### config.mk
export PLATFORM = sky130hd
export DESIGN_NAME = rxdma_out_channel
export DESIGN_NICKNAME = d
export VERILOG_FILES = /design/src/rtl/rxdma_pkg.sv /design/src/rtl/rxdma_datapath.sv /design/src/rtl/rxdma_control.sv /design/src/rtl/rxdma_out_channel.sv
export SDC_FILE = /design/constraint.sdc
export NUM_CORES = 1
export LEC_CHECK = 0
export BUFFER_PORTS_ARGS = -buffer_cell sky130_fd_sc_hd__buf_2
export CAP_MARGIN = 5
export CORE_ASPECT_RATIO = 1.75
export CORE_MARGIN = 5
export CORE_UTILIZATION = 55
export CTS_CLUSTER_SIZE = 30
export DETAILED_ROUTE_END_ITERATION = 10
export PLACE_DENSITY = 0.78
export REMOVE_ABC_BUFFERS = 1
export SLEW_MARGIN = 40
export SYNTH_ARGS = -nofsm -noshare
export SYNTH_HDL_FRONTEND = slang
export SYNTH_SLANG_ARGS = --single-unit
### constraint.sdc
create_clock -name clk -period 3.2 [get_ports clk]
set_input_delay 0.16 -clock clk [delete_from_list [all_inputs] [get_ports clk]]
set_output_delay 0.16 -clock clk [all_outputs]
set_load 0.03 [all_outputs]
### src/rtl/rxdma_pkg.sv
package rxdma_pkg;

  localparam int REG_W = 32;

  // register offsets
  localparam logic [1:0] OFS_ADDR = 2'd0;
  localparam logic [1:0] OFS_LEN  = 2'd1;
  localparam logic [1:0] OFS_CTRL = 2'd2;
  localparam logic [1:0] OFS_STAT = 2'd3;

  // control bits
  localparam int CB_RUN    = 0;
  localparam int CB_TRUNC  = 1;
  localparam int CB_SHORT  = 2;
  localparam int CB_BUFIRQ = 3;
  localparam int CB_XFRIRQ = 4;

  // status bits
  localparam int SB_ACTIVE  = 0;
  localparam int SB_BUFEND  = 1;
  localparam int SB_XFREND  = 2;
  localparam int SB_CNT_LSB = 16;

  typedef enum logic [1:0] {
    ST_IDLE,
    ST_RUN,
    ST_DISCARD,
    ST_DRAIN
  } chState_t;

  // strobes from control to datapath
  typedef struct packed {
    logic load;   // latch start address and length
    logic push;   // capture one byte into the write register
  } dpStrobe_t;

endpackage

### src/rtl/rxdma_datapath.sv
module rxdma_datapath
  import rxdma_pkg::*;
#(
  parameter int ADDR_W = 32,
  parameter int LEN_W  = 16
) (
  input  logic              clk,
  input  logic              rstN,
  input  dpStrobe_t         strobe,
  input  logic [ADDR_W-1:0] startAddr,
  input  logic [LEN_W-1:0]  startLen,
  input  logic [7:0]        byteIn,
  input  logic              memReady,
  output logic              memWrEn,
  output logic [ADDR_W-1:0] memAddr,
  output logic [7:0]        memWrData,
  output logic [LEN_W-1:0]  remaining,
  output logic              outBusy,
  output logic              canLoad
);

  localparam logic [ADDR_W-1:0] ADDR_STEP = ADDR_W'(1);
  localparam logic [LEN_W-1:0]  CNT_STEP  = LEN_W'(1);

  logic [ADDR_W-1:0] curAddrQ;
  logic [LEN_W-1:0]  remainQ;
  logic              outValidQ;
  logic [ADDR_W-1:0] outAddrQ;
  logic [7:0]        outDataQ;

  assign canLoad = !outValidQ || memReady;

  always_ff @(posedge clk) begin
    if (!rstN) begin
      curAddrQ <= '0;
      remainQ  <= '0;
    end else if (strobe.load) begin
      curAddrQ <= startAddr;
      remainQ  <= startLen;
    end else if (strobe.push) begin
      curAddrQ <= curAddrQ + ADDR_STEP;
      remainQ  <= remainQ - CNT_STEP;
    end
  end

  always_ff @(posedge clk) begin
    if (!rstN) begin
      outValidQ <= 1'b0;
      outAddrQ  <= '0;
      outDataQ  <= '0;
    end else if (strobe.push) begin
      outValidQ <= 1'b1;
      outAddrQ  <= curAddrQ;
      outDataQ  <= byteIn;
    end else if (memReady) begin
      outValidQ <= 1'b0;
    end
  end

  assign memWrEn   = outValidQ;
  assign memAddr   = outAddrQ;
  assign memWrData = outDataQ;
  assign remaining = remainQ;
  assign outBusy   = outValidQ;

endmodule

### src/rtl/rxdma_control.sv
module rxdma_control
  import rxdma_pkg::*;
#(
  parameter int ADDR_W = 32,
  parameter int LEN_W  = 16
) (
  input  logic              clk,
  input  logic              rstN,
  input  logic              regWrEn,
  input  logic              regRdEn,
  input  logic [1:0]        regAddr,
  input  logic [REG_W-1:0]  regWrData,
  output logic [REG_W-1:0]  regRdData,
  input  logic              epValid,
  input  logic              epLast,
  input  logic              epShort,
  input  logic              epZlp,
  output logic              epReady,
  input  logic [LEN_W-1:0]  remaining,
  input  logic              outBusy,
  input  logic              canLoad,
  output dpStrobe_t         strobe,
  output logic [ADDR_W-1:0] startAddr,
  output logic [LEN_W-1:0]  startLen,
  output logic              chActive,
  output logic              bufFlag,
  output logic              xfrFlag,
  output logic              irqBufEnd,
  output logic              irqXferEnd
);

  localparam logic [LEN_W-1:0] ONE_LEFT = LEN_W'(1);

  chState_t          stateQ, stateD;
  logic [ADDR_W-1:0] bufAddrQ;
  logic [LEN_W-1:0]  bufLenQ;
  logic              truncEnQ, shortEnQ, bufIrqEnQ, xfrIrqEnQ;
  logic              pendBufQ, pendBufD, pendXfrQ, pendXfrD;
  logic              bufFlagQ, xfrFlagQ;
  logic              setBuf, setXfr;
  logic [REG_W-1:0]  rdMux, rdDataQ;

  logic ctrlWr, runReq, abortReq, accept, lastSlot, shortEnd, statRead;

  assign ctrlWr   = regWrEn && (regAddr == OFS_CTRL);
  assign runReq   = regWrData[CB_RUN];
  assign abortReq = ctrlWr && !runReq;
  assign statRead = regRdEn && (regAddr == OFS_STAT);

  assign epReady  = ((stateQ == ST_RUN) && canLoad) || (stateQ == ST_DISCARD);
  assign accept   = epValid && epReady;
  assign lastSlot = (remaining == ONE_LEFT);
  assign shortEnd = epLast && epShort && shortEnQ;

  always_comb begin
    stateD       = stateQ;
    pendBufD     = pendBufQ;
    pendXfrD     = pendXfrQ;
    setBuf       = 1'b0;
    setXfr       = 1'b0;
    strobe.load  = 1'b0;
    strobe.push  = 1'b0;
    unique case (stateQ)
      ST_IDLE: begin
        if (ctrlWr && runReq) begin
          strobe.load = 1'b1;
          pendXfrD    = 1'b0;
          if (bufLenQ == '0) begin
            pendBufD = 1'b1;
            stateD   = ST_DRAIN;
          end else begin
            pendBufD = 1'b0;
            stateD   = ST_RUN;
          end
        end
      end
      ST_RUN: begin
        if (abortReq) begin
          stateD = ST_IDLE;
        end else if (accept) begin
          if (epZlp) begin
            if (shortEnQ) begin
              pendXfrD = 1'b1;
              stateD   = ST_DRAIN;
            end
          end else begin
            strobe.push = 1'b1;
            pendBufD    = lastSlot;
            pendXfrD    = shortEnd;
            if (lastSlot && !epLast && truncEnQ) begin
              stateD = ST_DISCARD;
            end else if (lastSlot || shortEnd) begin
              stateD = ST_DRAIN;
            end
          end
        end
      end
      ST_DISCARD: begin
        if (abortReq) begin
          stateD = ST_IDLE;
        end else if (accept && epLast) begin
          stateD = ST_DRAIN;
        end
      end
      ST_DRAIN: begin
        if (abortReq) begin
          stateD = ST_IDLE;
        end else if (!outBusy) begin
          setBuf = pendBufQ;
          setXfr = pendXfrQ;
          stateD = ST_IDLE;
        end
      end
      default: stateD = ST_IDLE;
    endcase
  end

  always_ff @(posedge clk) begin
    if (!rstN) begin
      stateQ   <= ST_IDLE;
      pendBufQ <= 1'b0;
      pendXfrQ <= 1'b0;
      bufFlagQ <= 1'b0;
      xfrFlagQ <= 1'b0;
    end else begin
      stateQ   <= stateD;
      pendBufQ <= pendBufD;
      pendXfrQ <= pendXfrD;
      bufFlagQ <= setBuf || (bufFlagQ && !statRead);
      xfrFlagQ <= setXfr || (xfrFlagQ && !statRead);
    end
  end

  // software-visible configuration
  always_ff @(posedge clk) begin
    if (!rstN) begin
      bufAddrQ  <= '0;
      bufLenQ   <= '0;
      truncEnQ  <= 1'b0;
      shortEnQ  <= 1'b0;
      bufIrqEnQ <= 1'b0;
      xfrIrqEnQ <= 1'b0;
    end else if (regWrEn) begin
      case (regAddr)
        OFS_ADDR: bufAddrQ <= regWrData[ADDR_W-1:0];
        OFS_LEN:  bufLenQ  <= regWrData[LEN_W-1:0];
        OFS_CTRL: begin
          truncEnQ  <= regWrData[CB_TRUNC];
          shortEnQ  <= regWrData[CB_SHORT];
          bufIrqEnQ <= regWrData[CB_BUFIRQ];
          xfrIrqEnQ <= regWrData[CB_XFRIRQ];
        end
        default: ;
      endcase
    end
  end

  assign chActive = (stateQ != ST_IDLE);

  always_comb begin
    rdMux = '0;
    case (regAddr)
      OFS_ADDR: rdMux = REG_W'(bufAddrQ);
      OFS_LEN:  rdMux = REG_W'(bufLenQ);
      OFS_CTRL: begin
        rdMux[CB_RUN]    = chActive;
        rdMux[CB_TRUNC]  = truncEnQ;
        rdMux[CB_SHORT]  = shortEnQ;
        rdMux[CB_BUFIRQ] = bufIrqEnQ;
        rdMux[CB_XFRIRQ] = xfrIrqEnQ;
      end
      default: begin
        rdMux[SB_ACTIVE]               = chActive;
        rdMux[SB_BUFEND]               = bufFlagQ;
        rdMux[SB_XFREND]               = xfrFlagQ;
        rdMux[SB_CNT_LSB +: LEN_W]     = remaining;
      end
    endcase
  end

  always_ff @(posedge clk) begin
    if (!rstN)        rdDataQ <= '0;
    else if (regRdEn) rdDataQ <= rdMux;
  end

  assign regRdData  = rdDataQ;
  assign startAddr  = bufAddrQ;
  assign startLen   = bufLenQ;
  assign bufFlag    = bufFlagQ;
  assign xfrFlag    = xfrFlagQ;
  assign irqBufEnd  = bufFlagQ && bufIrqEnQ;
  assign irqXferEnd = xfrFlagQ && xfrIrqEnQ;

endmodule

### src/rtl/rxdma_out_channel.sv
module rxdma_out_channel
  import rxdma_pkg::*;
#(
  parameter int ADDR_W = 32,
  parameter int LEN_W  = 16
) (
  input  logic              clk,
  input  logic              rstN,
  input  logic              regWrEn,
  input  logic              regRdEn,
  input  logic [1:0]        regAddr,
  input  logic [31:0]       regWrData,
  output logic [31:0]       regRdData,
  input  logic              epValid,
  output logic              epReady,
  input  logic [7:0]        epData,
  input  logic              epLast,
  input  logic              epShort,
  input  logic              epZlp,
  output logic              memWrEn,
  input  logic              memReady,
  output logic [ADDR_W-1:0] memAddr,
  output logic [7:0]        memWrData,
  output logic              irqBufEnd,
  output logic              irqXferEnd
);

  dpStrobe_t         strobe;
  logic [ADDR_W-1:0] startAddr;
  logic [LEN_W-1:0]  startLen;
  logic [LEN_W-1:0]  remaining;
  logic              outBusy, canLoad, chActive, bufFlag, xfrFlag;

  rxdma_control #(.ADDR_W(ADDR_W), .LEN_W(LEN_W)) uCtrl (
    .clk(clk), .rstN(rstN),
    .regWrEn(regWrEn), .regRdEn(regRdEn), .regAddr(regAddr),
    .regWrData(regWrData), .regRdData(regRdData),
    .epValid(epValid), .epLast(epLast), .epShort(epShort), .epZlp(epZlp),
    .epReady(epReady),
    .remaining(remaining), .outBusy(outBusy), .canLoad(canLoad),
    .strobe(strobe), .startAddr(startAddr), .startLen(startLen),
    .chActive(chActive), .bufFlag(bufFlag), .xfrFlag(xfrFlag),
    .irqBufEnd(irqBufEnd), .irqXferEnd(irqXferEnd)
  );

  rxdma_datapath #(.ADDR_W(ADDR_W), .LEN_W(LEN_W)) uData (
    .clk(clk), .rstN(rstN),
    .strobe(strobe), .startAddr(startAddr), .startLen(startLen),
    .byteIn(epData), .memReady(memReady),
    .memWrEn(memWrEn), .memAddr(memAddr), .memWrData(memWrData),
    .remaining(remaining), .outBusy(outBusy), .canLoad(canLoad)
  );

endmodule

==> summary.md <==
| Metric | Value |
|---|---|
| Setup TNS | 0 ns |
| CTS tree | yes |
| Final hold vios | 0 |
| Worst-Skew Late Latency | between 0.4 and 0.5 ns |
| Vias per cell | about 6.0 |
| Fin area | between 9000 and 10000 um2 |
| Worst Tran Pin Value | approximately 0.78 ns |
| Share of post-route cells with drive strength above 1 | 0.178 |
| Sw Ratio | 0.256 |
| CP endpoint kind | flop |
| N_diodes | 0 |
| Fin. max-slew vios | 0 |
| CTS sink count | approximately 180 |
| Crit-path slowest cell | or4_1 |
| Post-synthesis mux area share | 0.0257 |
| Slew headroom | 0.481 |
| CP Cell Sequence | nor2b_2, a21boi_4, inv_1, nand3_1, or4_1, a31oi_1 |
| Initial drt markers | roughly 630 |
| Clock power frac | 0.433 |
| Critical path startpoint category | flop |
| Sequential fraction of the synthesis area | 0.450 |
| Most common cell in the netlist | nand2_1 |
| Unique masters post-synth | 66 |
| Number of clock buffers inserted by TritonCTS | 17 |
| Top cells by count, synth | 234 x nand2_1, 179 x dfxtp_1, 136 x a21oi_1 |
| Mapped Area | about 8000 um2 |
| Yosys top cell by area | dfxtp_1 |
| Crit path time final | 2.43 ns |
| Largest cells by area after synthesis | dfxtp_1 45%, nand2_1 11%, a21oi_1 8.5%, nor2_1 3.1%, clkbuf_1 2.5% |
| Gr usage total | 0.283 |
| CTS H-tree depth | 4 |
| First-pass GRT wire length | about 39 mm |
| Post-synthesis simple-gate area fraction | 0.267 |
| Area Overhead vs Synth | 21.7% |
| Share of the synthesized area in the top cell type | 0.450 |
| Rows | 58 |
| Status | complete, no violations |
| IO Pins | 127 |
| Largest family of logic cells by synthesized area | simple AND/OR/NAND/NOR gates |
| DR WL/cell | about 18 um |
| Max clock buf depth | 2 |
| 1st-pass router iterations | 5 |
| WP data arrival | about 2.8 ns |
| Antenna violations before repair | 0 |
| Adder-cell share of the synthesized area | 0.00471 |
| DRC viols | 0 |
| Final worst slack | ~0.77 ns |
| Seq pwr share | 0.476 |
| Die width | 101 um |
| Vias in the first global route | 7552 |
| Max-cap violations | 0 |
| Grt ovf | 0 |
| Cell-internal power | between 3 and 4 mW |
| Final Setup Violations | 0 |
| GPL Wtd Cong | between 0.9 and 1 |
| Synthesis Warnings | 0 |
| Synth Flop Type | dfxtp_1 |
| Total wire length | 24.1 mm |
| Fin crit share | 0.759 |
| Worst Hold Class | input port to flop |
| Worst vdd ir | approximately 0.38 mV |
| Fill count | roughly 1200 |
| Worst-path maximum fanout | 15 |
| Initial core utilization | 0.557 |
| PD cells | about 500 nW/um2 |
| Placement Setup Slack | 0.725 ns |
| CP peak stage delay | 0.59 ns |
| WHS | roughly 0.0086 ns |
| Req. time, crit path | about 3.6 ns |
| FFs w/ async S/R, synth | 0 |
| Avg Synthesized Cell Area | around 8.0 um2 |
| Dpl hpwl | about 17 mm |
| I/O Buffers | around 130 |
| Synth Register Bits | ~180 |
| Largest net degree at the start of global routing | between 50 and 60 |
| Clock Skews | 0.0121 ns |
| Synth Area in Compound Gates | 0.189 |
| Max frequency | slightly above 400 MHz |
| Synth Area in XOR/XNOR | 0.0187 |
| Total number of vias | 7985 |
| RSZ-0062 raised after global routing | no |
| Clock slew at reported path FFs | ~0.070 ns |
| Total core area | 14300 um2 |
| Placed inst area | ~8700 um2 |
| Critical path class | flop to flop |
| Leak | 3.67 nW |
| Antenna Nets Post-Route | 0 |
| Net Switching | between 1 and 1.5 mW |
| Die footprint | about 17000 um2 |
| Die Span Y | 169 um |
| EDFF count, synth | 0 |
| Syn Inst Count | 1000 |
| CTS root buffer | clkbuf_16 |
| Comb pwr share | 0.091 |
| Nets | about 1200 |
## cells by family (layout without fill, tap and decap cells)
| group | after synthesis | count (layout) |
|---|---|---|
| AO/OA/AOI/OAI | 248 | 248 |
| XOR/XNOR | 17 | 17 |
| adder cells (fa/ha/maj) | 3 | 3 |
| buffers and inverters | 86 | 230 |
| flip-flops | 179 | 179 |
| multiplexers | 18 | 18 |
| AND/OR/NAND/NOR | 449 | 449 |
## metal layers
| layer | GRT usage | vias up | wire length [um] |
|---|---|---|---|
| li1 | - | 3789 | - |
| met1 | 0.331 | 3777 | 9110 |
| met2 | 0.491 | 324 | 12400 |
| met3 | 0.0481 | 95 | 1380 |
| met4 | 0.142 | 0 | 1140 |
| met5 | 0 | - | 0 |
## what timing repair did
item / in CTS / in global routing
buffers inserted: 0 / 0
endpoints found under the setup margin: 0 / 0
endpoints found under the hold margin: 51 / 0
resized for setup: 0 / 0
hold buffers: 37 / 0
## stage by stage
stage                     std cells  utilization  total power [mW]
after floorplan                 927            -              2.60
after global placement         1256        0.610              2.77
after detailed placement       1256        0.610              2.78
after CTS                      1324        0.677              4.91
after global routing           1324        0.678              5.06
final                          1324        0.678              4.90
## flip-flops by register name, indices dropped and copies added, names as in the netlist, 2 cells and up
| name | cells |
|---|---|
| uData.curAddrQ | 32 |
| uCtrl.stateQ | 2 |
| uCtrl.regRdData | 32 |
| uData.memAddr | 32 |
| uData.remaining | 16 |
| uData.memWrData | 8 |
| uCtrl.startLen | 16 |
| uCtrl.startAddr | 32 |
## power by group through the flow
stage	Clock [mW]	Sequential, mW	Combinational (mW)
finish	2.12	2.33	0.445
global route	2.25	2.33	0.482
CTS	2.14	2.33	0.439
detailed placement	0	2.38	0.399
global placement	0	2.37	0.397
floorplan	0	2.39	0.208
## final timing paths
kind                                               startpoint                                to  slack, ns  depth (start not counted)
worst max-delay path             uCtrl.stateQ[0]$_SDFFE_PN0P_   uData.remaining[6]$_SDFFE_PN0P_       0.77                          6
worst min-delay path                            regWrData[17]  uCtrl.startAddr[17]$_SDFFE_PN0P_      0.009                          3
worst max register to register   uCtrl.stateQ[0]$_SDFFE_PN0P_   uData.remaining[6]$_SDFFE_PN0P_       0.77                          6
worst min register to register  uData.memAddr[2]$_SDFFE_PN0P_     uData.memAddr[2]$_SDFFE_PN0P_       0.45                          2
## cell type report
type	instances	area, um2	area share
multi-input combinational	735	4050	0.418
sequential	179	3580	0.370
timing repair buffer	186	1190	0.122
clock buffer	19	453	0.0467
tap	180	225	0.0232
clock inverter	12	145	0.0150
inverter	13	51.3	0.00529
## cells in the final DEF (no fill, tap or decap), types with 4 or more instances in the layout
| cell type | netlist | layout |
|---|---|---|
| a211oi_1 | 6 | 6 |
| a21oi_1 | 136 | 136 |
| a221oi_1 | 15 | 15 |
| a22oi_1 | 8 | 8 |
| a2bb2oi_1 | 7 | 7 |
| a31oi_1 | 11 | 11 |
| and2_1 | 6 | 6 |
| and3_1 | 7 | 7 |
| buf_2 | 12 | 126 |
| buf_4 | 1 | 22 |
| clkbuf_16 | 0 | 17 |
| dfxtp_1 | 179 | 179 |
| dlygate4sd3_1 | 0 | 37 |
| inv_1 | 12 | 11 |
| mux2i_1 | 16 | 16 |
| nand2_1 | 234 | 234 |
| nand2b_1 | 6 | 6 |
| nand3_1 | 29 | 29 |
| nand4_1 | 11 | 11 |
| nor2_1 | 65 | 65 |
| nor2b_1 | 5 | 5 |
| nor3_1 | 28 | 28 |
| nor4_1 | 16 | 15 |
| nor4_2 | 3 | 4 |
| o211ai_1 | 10 | 10 |
| o21a_1 | 5 | 5 |
| o21ai_0 | 22 | 22 |
| o22ai_1 | 5 | 5 |
| o311ai_0 | 4 | 4 |
| or3_1 | 10 | 10 |
| or4_1 | 4 | 4 |
| xnor2_1 | 12 | 12 |
| xor2_1 | 5 | 5 |
## critical path: cells and delay by family (launching register included)
family / cells / cell delay, ns
flip-flops: 1 / 0.48
AND/OR/NAND/NOR: 3 / 1.29
AO/OA/AOI/OAI: 2 / 0.38
buffers and inverters: 1 / 0.20
No activity file was read; power rests on OpenSTA's default activity.
